===== src/rtl/cmp_timer_pkg.sv =====
package cmp_timer_pkg;
  localparam int PRE_W    = 12;
  localparam int STEP_W   = 8;
  localparam int STEP_LSB = 16;

  localparam logic [9:0] A_ALERT  = 10'h000;
  localparam logic [9:0] A_CTRL   = 10'h004;
  localparam logic [9:0] A_RATE   = 10'h100;
  localparam logic [9:0] A_CNT_LO = 10'h104;
  localparam logic [9:0] A_CNT_HI = 10'h108;
  localparam logic [9:0] A_CMP_LO = 10'h10C;
  localparam logic [9:0] A_CMP_HI = 10'h110;
  localparam logic [9:0] A_IEN    = 10'h114;
  localparam logic [9:0] A_STAT   = 10'h118;
  localparam logic [9:0] A_INJ    = 10'h11C;
endpackage


===== src/rtl/cmp_timer_tick.sv =====
module cmp_timer_tick #(
  parameter int CNT_W  = 64,
  parameter int PRE_W  = 12,
  parameter int STEP_W = 8
) (
  input  logic              clk,
  input  logic              rst_n,
  input  logic              run,
  input  logic [PRE_W-1:0]  prescale,
  input  logic [STEP_W-1:0] step,
  output logic [CNT_W-1:0]  cnt
);
  logic [PRE_W-1:0] div_q;

  always_ff @(posedge clk or negedge rst_n) begin
    if (!rst_n) begin
      div_q <= '0;
      cnt   <= '0;
    end else if (!run) begin
      div_q <= '0;
    end else if (div_q >= prescale) begin
      div_q <= '0;
      cnt   <= cnt + CNT_W'(step);
    end else begin
      div_q <= div_q + 1'b1;
    end
  end
endmodule


===== src/rtl/cmp_timer_cmp.sv =====
module cmp_timer_cmp #(
  parameter int CNT_W = 64
) (
  input  logic             clk,
  input  logic             rst_n,
  input  logic             run,
  input  logic [CNT_W-1:0] cnt,
  input  logic [CNT_W-1:0] cmp,
  output logic             hit,
  output logic             mtip
);
  assign hit = run && (cmp <= cnt);

  always_ff @(posedge clk or negedge rst_n) begin
    if (!rst_n) mtip <= 1'b0;
    else        mtip <= hit;
  end
endmodule


===== src/rtl/cmp_timer_regs.sv =====
module cmp_timer_regs
  import cmp_timer_pkg::*;
#(
  parameter int DATA_W = 32,
  parameter int ADDR_W = 10,
  parameter int CNT_W  = 64
) (
  input  logic              clk,
  input  logic              rst_n,
  input  logic              req_valid,
  input  logic              req_we,
  input  logic [ADDR_W-1:0] req_addr,
  input  logic [DATA_W/8-1:0] req_be,
  input  logic [DATA_W-1:0] req_wdata,
  input  logic [CNT_W-1:0]  cnt,
  input  logic              hit,
  output logic              rsp_valid,
  output logic [DATA_W-1:0] rsp_data,
  output logic              run,
  output logic [PRE_W-1:0]  prescale,
  output logic [STEP_W-1:0] step,
  output logic [CNT_W-1:0]  cmp,
  output logic              ien,
  output logic              stat
);
  localparam int HI_W = CNT_W - DATA_W;

  logic              full, wr, rd;
  logic [DATA_W-1:0] cmp_lo, rmux;
  logic [HI_W-1:0]   cmp_hi, shadow;
  logic              st_set, st_clr;

  assign full = &req_be;
  assign wr   = req_valid && req_we && full;
  assign rd   = req_valid && !req_we;
  assign cmp  = {cmp_hi, cmp_lo};

  assign st_set = (hit && ien) ||
                  (wr && req_addr == A_INJ && req_wdata[0] && ien);
  assign st_clr = wr && req_addr == A_STAT && req_wdata[0];

  always_ff @(posedge clk or negedge rst_n) begin
    if (!rst_n) begin
      run      <= 1'b0;
      prescale <= '0;
      step     <= STEP_W'(1);
      cmp_lo   <= '1;
      cmp_hi   <= '1;
      ien      <= 1'b0;
      stat     <= 1'b0;
    end else begin
      stat <= (stat && !st_clr) || st_set;
      if (wr) begin
        case (req_addr)
          A_CTRL:   run    <= req_wdata[0];
          A_RATE: begin
            prescale <= req_wdata[PRE_W-1:0];
            step     <= req_wdata[STEP_LSB +: STEP_W];
          end
          A_CMP_LO: cmp_lo <= req_wdata;
          A_CMP_HI: cmp_hi <= req_wdata[HI_W-1:0];
          A_IEN:    ien    <= req_wdata[0];
          default: ;
        endcase
      end
    end
  end

  always_comb begin
    rmux = '0;
    case (req_addr)
      A_CTRL:   rmux[0] = run;
      A_RATE: begin
        rmux[PRE_W-1:0]          = prescale;
        rmux[STEP_LSB +: STEP_W] = step;
      end
      A_CNT_LO: rmux = cnt[DATA_W-1:0];
      A_CNT_HI: rmux[HI_W-1:0] = shadow;
      A_CMP_LO: rmux = cmp_lo;
      A_CMP_HI: rmux[HI_W-1:0] = cmp_hi;
      A_IEN:    rmux[0] = ien;
      A_STAT:   rmux[0] = stat;
      default:  rmux = '0;
    endcase
  end

  always_ff @(posedge clk or negedge rst_n) begin
    if (!rst_n) begin
      rsp_valid <= 1'b0;
      rsp_data  <= '0;
      shadow    <= '0;
    end else begin
      rsp_valid <= rd;
      rsp_data  <= (rd && full) ? rmux : '0;
      if (rd && full && req_addr == A_CNT_LO) shadow <= cnt[CNT_W-1:DATA_W];
    end
  end
endmodule


===== src/rtl/cmp_timer.sv =====
module cmp_timer
  import cmp_timer_pkg::*;
#(
  parameter int DATA_W = 32,
  parameter int ADDR_W = 10,
  parameter int CNT_W  = 64
) (
  input  logic                clk,
  input  logic                rst_n,
  input  logic                req_valid,
  output logic                req_ready,
  input  logic                req_we,
  input  logic [ADDR_W-1:0]   req_addr,
  input  logic [DATA_W/8-1:0] req_be,
  input  logic [DATA_W-1:0]   req_wdata,
  output logic                rsp_valid,
  output logic [DATA_W-1:0]   rsp_data,
  output logic                mtip,
  output logic                irq
);
  logic              run, hit, ien, stat;
  logic [PRE_W-1:0]  prescale;
  logic [STEP_W-1:0] step;
  logic [CNT_W-1:0]  cnt, cmp;

  assign req_ready = 1'b1;
  assign irq       = stat && ien;

  cmp_timer_regs #(.DATA_W(DATA_W), .ADDR_W(ADDR_W), .CNT_W(CNT_W)) u_regs (
    .clk(clk), .rst_n(rst_n), .req_valid(req_valid), .req_we(req_we),
    .req_addr(req_addr), .req_be(req_be), .req_wdata(req_wdata),
    .cnt(cnt), .hit(hit), .rsp_valid(rsp_valid), .rsp_data(rsp_data),
    .run(run), .prescale(prescale), .step(step), .cmp(cmp),
    .ien(ien), .stat(stat)
  );

  cmp_timer_tick #(.CNT_W(CNT_W), .PRE_W(PRE_W), .STEP_W(STEP_W)) u_tick (
    .clk(clk), .rst_n(rst_n), .run(run), .prescale(prescale),
    .step(step), .cnt(cnt)
  );

  cmp_timer_cmp #(.CNT_W(CNT_W)) u_cmp (
    .clk(clk), .rst_n(rst_n), .run(run), .cnt(cnt), .cmp(cmp),
    .hit(hit), .mtip(mtip)
  );
endmodule


===== config.mk =====
export PLATFORM = sky130hd
export DESIGN_NAME = cmp_timer
export DESIGN_NICKNAME = d
export VERILOG_FILES = /design/src/rtl/cmp_timer_pkg.sv /design/src/rtl/cmp_timer_tick.sv /design/src/rtl/cmp_timer_cmp.sv /design/src/rtl/cmp_timer_regs.sv /design/src/rtl/cmp_timer.sv
export SDC_FILE = /design/constraint.sdc
export NUM_CORES = 1
export LEC_CHECK = 0
export BUFFER_PORTS_ARGS = -buffer_cell sky130_fd_sc_hd__buf_2
export CAP_MARGIN = 20
export CORE_ASPECT_RATIO = 1.4
export CORE_MARGIN = 5
export CORE_UTILIZATION = 55
export CTS_BUF_LIST = sky130_fd_sc_hd__clkbuf_8
export DETAILED_ROUTE_END_ITERATION = 7
export PLACE_DENSITY_LB_ADDON = 0.12
export SYNTH_ARGS = -nofsm -noshare
export SYNTH_HDL_FRONTEND = slang
export SYNTH_SLANG_ARGS = --single-unit

===== constraint.sdc =====
create_clock -name clk -period 4.2 [get_ports clk]
set_clock_uncertainty 0.15 [all_clocks]
set_input_delay 0.63 -clock clk [delete_from_list [all_inputs] [get_ports clk]]
set_output_delay 0.63 -clock clk [all_outputs]
set_load 0.02 [all_outputs]

==> run summary <==
In the finished design, the share of the clock period the worst path needs comes to a little over four fifths. The arrival time at the worst endpoint is 3.80 ns. The overall routed net length came out at 32.5 mm. The height of the die came out at 187 um. The number of antenna violations at the first check in global routing was 0. After detailed routing, the number of remaining DRC violations is 0. The number of global-route vias before repair came out at 9246. The post-DP HPWL came out at between 20 and 25 mm. The storage element area came out at 5810 um2. The number of clock buffers added by TritonCTS is 38.

The number of distinct library cells after synthesis is 69. For this design, the CTS-stage hold fixing added 0 buffers. The complex-gate fraction of the synthesized area is 9.37%.

The global router's overall resource usage came out at 25.9%. The synthesized area per cell came out at 10.8 um2. The multiplexer share of the synthesized area is 11.7%. The arithmetic-cell share of the synthesized area counting full adders, half adders and majority gates is 8.76%.

In the final routed layout, each cell accounts on average for 20.6 um. The starting density of the core came out at 55.3%. The critical path is of the reg2reg type.

For the pin with the worst max-slew slack, the measured transition is approximately 0.86 ns. For this run, the register share of the synthesized area comes to 47.0%. Timing would allow up to 285 MHz. The final setup slack of the worst path came out at 0.697 ns. 0 antenna diodes ended up in the layout. Before CTS, the worst setup slack after placement is 0.772 ns. The net count after synthesis is 1286. The largest net degree at the start of global routing came out at 108. The number of iterations in the first detailed-routing pass came out at 5. The clock transition at the registers of the reported paths is 0.07 ns. The standby leakage power came out at 6.39 nW. The fraction of layout instances using a drive strength above 1 came out at a little over a quarter. The required time reported for the critical path endpoint is approximately 4.5 ns. The number of warnings printed during yosys synthesis came out at 0. For this run, the post-layout net count is 1387. Setup repair after global routing left no endpoint under its margin. The area taken by multi-input logic gates is 6060 um2.

STA classifies the critical path endpoint as a flip-flop. The layout overhead on the synthesized area came out at 12.7%. The maximum VDD drop is 0.197 mV. The number of clock sinks seen by CTS came out at between 200 and 250.

Among all flip-flop cells after synthesis, the most frequent one is dfrtp_1. Synthesis produced 1150 cells. Counting along the longest clock path gives a buffer depth of 3.

The clock insertion delay at the later pin of the skew report came out at between 0.5 and 0.6 ns. The number of I/O port buffers came out at 84. The H-tree depth reported by CTS is 2. The worst setup path is launched from a flip-flop. The number of setup buffers added after CTS came out at 0. The count of final hold-check violations came out at 0. The die extent in x is 137 um. The simple-gate share of the synthesized area came out at 13.9%.

The tree is rooted in a clkbuf_8. The number of synthesized flops with an enable pin came out at 0. Along the worst path, the maximum fanout reaches 7. The xor-xnor portion of the synthesized cell area came out at 5.03%. The number of filler cells placed in the layout came out at ~1900. The number of gates resized after CTS was 0.

The via count normalized by instance count is 5.70. The dominant combinational cell family by area after synthesis is simple AND/OR/NAND/NOR gates. In the layout the commonest cells are dfrtp_1, inv_1, nand2_1. The power density of the placed cells came out at 304 nW/um2.

TritonCTS built the clock tree. The die outline area is between 20000 and 30000 um2. The floorplan has 65 rows. The total of flip-flops plus latches after synthesis is roughly 230. Max-cap violations in this run came to 0. The via count of the routed design came out at 9004. The minimum clock period after layout came out at ~3.5 ns. The wire length of the first global-routing pass came out at 51.6 mm.

The worst-case headroom to the max-slew limit is 42.2%. The total I/O pin count came out at 86. After floorplanning, the core was sized to cover 22400 um2.

The most frequent standard cell in the layout excluding fill and tap cells is dfrtp_1. The final sum of negative setup slack came out at 0 ns. The sum of overflow across all layers after global routing is 0.

The count of final setup violators came out at 0. The post-detailed-route count of antenna-violating nets is 0. The count of final max-slew check failures is 0.

The worst hold path belongs to the class in2async. The post-synthesis instance area came out at roughly 12000 um2. The run finished with clean final reports. The fraction of registers with async set/reset came out at 100%. The initial DRC count came out at 489. The final estimated routing congestion in global placement is 0.889.
-- cell usage after synthesis (all sizes together), types with 4 or more instances --
library cell	instances	share of area, %
a211oi	4	0.24
a21oi	46	1.9
a221oi	28	2.0
a22oi	8	0.49
and2	6	0.30
and3	14	0.71
and4	5	0.35
buf	15	0.78
clkbuf	29	0.88
dfrtp	164	33
dfstp	65	14
ha	85	8.6
inv	85	2.6
mux2	90	9.1
mux2i	32	2.6
nand2	96	3.0
nand3	27	1.2
nand4	42	2.2
nor2	83	2.5
nor2b	6	0.30
nor3	27	1.5
nor4	15	1.0
o21ai	64	2.6
xnor2	63	4.5
xor2	8	0.57
-- worst paths after layout --
path / startpoint / to / slack, ns / cells past startpoint
min in group clk: req_we / u_regs.rsp_valid / 0.16 / 2
hold reg to reg: u_regs.shadow[24] / u_regs.shadow[24] / 0.33 / 2
hold / removal: rst_n / u_regs.rsp_data[0] / 0.04 / 1
setup / recovery: u_regs.step[0] / u_tick.cnt[54] / 0.70 / 11
setup reg to reg: u_regs.step[0] / u_tick.cnt[54] / 0.70 / 11
max in group asynchronous: rst_n / u_regs.cmp_hi[13] / 2.84 / 2
-- sequential cells by signal, summed over array words and instances, names as in the netlist --
name              count
u_tick.cnt           64
u_regs.cmp_hi        32
u_regs.cmp_lo        32
u_regs.rsp_data      32
u_regs.shadow        32
u_regs.prescale      12
u_tick.div_q         12
u_regs.step           8
u_cmp.mtip            1
u_regs.ien            1
u_regs.rsp_valid      1
u_regs.run            1
u_regs.stat           1
-- cell type report --
type | instances | area share, %
multi-input combinational | 792 | 43.5
sequential | 229 | 41.7
clock buffer | 48 | 4.74
timing repair buffer | 105 | 4.51
tap | 301 | 2.70
inverter | 85 | 2.29
clock inverter | 21 | 0.592
-- cells by family (layout without fill, tap and decap cells) --
group / count (synthesis) / count (layout)
compound gates: 179 / 179
xor+xnor: 71 / 71
fa+ha+maj: 86 / 86
buf+inv: 129 / 259
flops: 229 / 229
mux: 122 / 122
other cells: 1 / 1
simple gates: 333 / 333
-- per-stage QoR --
stage / area, um2 / utilization, % / hold slack (ns) / total power, W / instances
finish: 13900 / 62.3 / 0.0408 / 0.00424 / 1581
CTS: 13900 / 62.3 / 0.0506 / 0.00430 / 1581
floorplan: 12400 / - / 0.184 / 0.00228 / 1150
global route: 13900 / 62.3 / 0.0919 / 0.00440 / 1581
global placement: 13200 / 59.0 / 0.309 / 0.00237 / 1511
detailed placement: 13200 / 59.0 / 0.319 / 0.00237 / 1512
-- layer usage --
| metal | GRT usage [%] | wire length (um) | part of all wire, % | vias up |
|---|---|---|---|---|
| met5 | 0 | 0 | 0 | - |
| met4 | 9.35 | 1110 | 3.4 | 0 |
| met3 | 3.58 | 1370 | 4.2 | 57 |
| met2 | 44.8 | 16800 | 52 | 232 |
| met1 | 32.8 | 13300 | 41 | 4430 |
| li1 | - | - | - | 4285 |
-- worst max-delay path, stage by stage (launching register included) --
cell	delay, ns
dfstp_2	0.55
ha_1	0.18
inv_1	0.06
fa_1	0.39
nor2b_1	0.16
o2111ai_1	0.20
a311oi_2	0.54
and3_1	0.25
nand3_1	0.23
buf_4	0.31
nor4_1	0.24
xnor2_1	0.16
-- power breakdown --
part / internal (W) / switching [W] / leakage, nW
combinational: 0.0000356 / 0.0000859 / 2.98
clock: 0.00103 / 0.000886 / 0.453
sequential: 0.00221 / 0.000000961 / 2.96
total: 0.00327 / 0.000973 / 6.39
No activity file was read; power rests on OpenSTA's default activity.
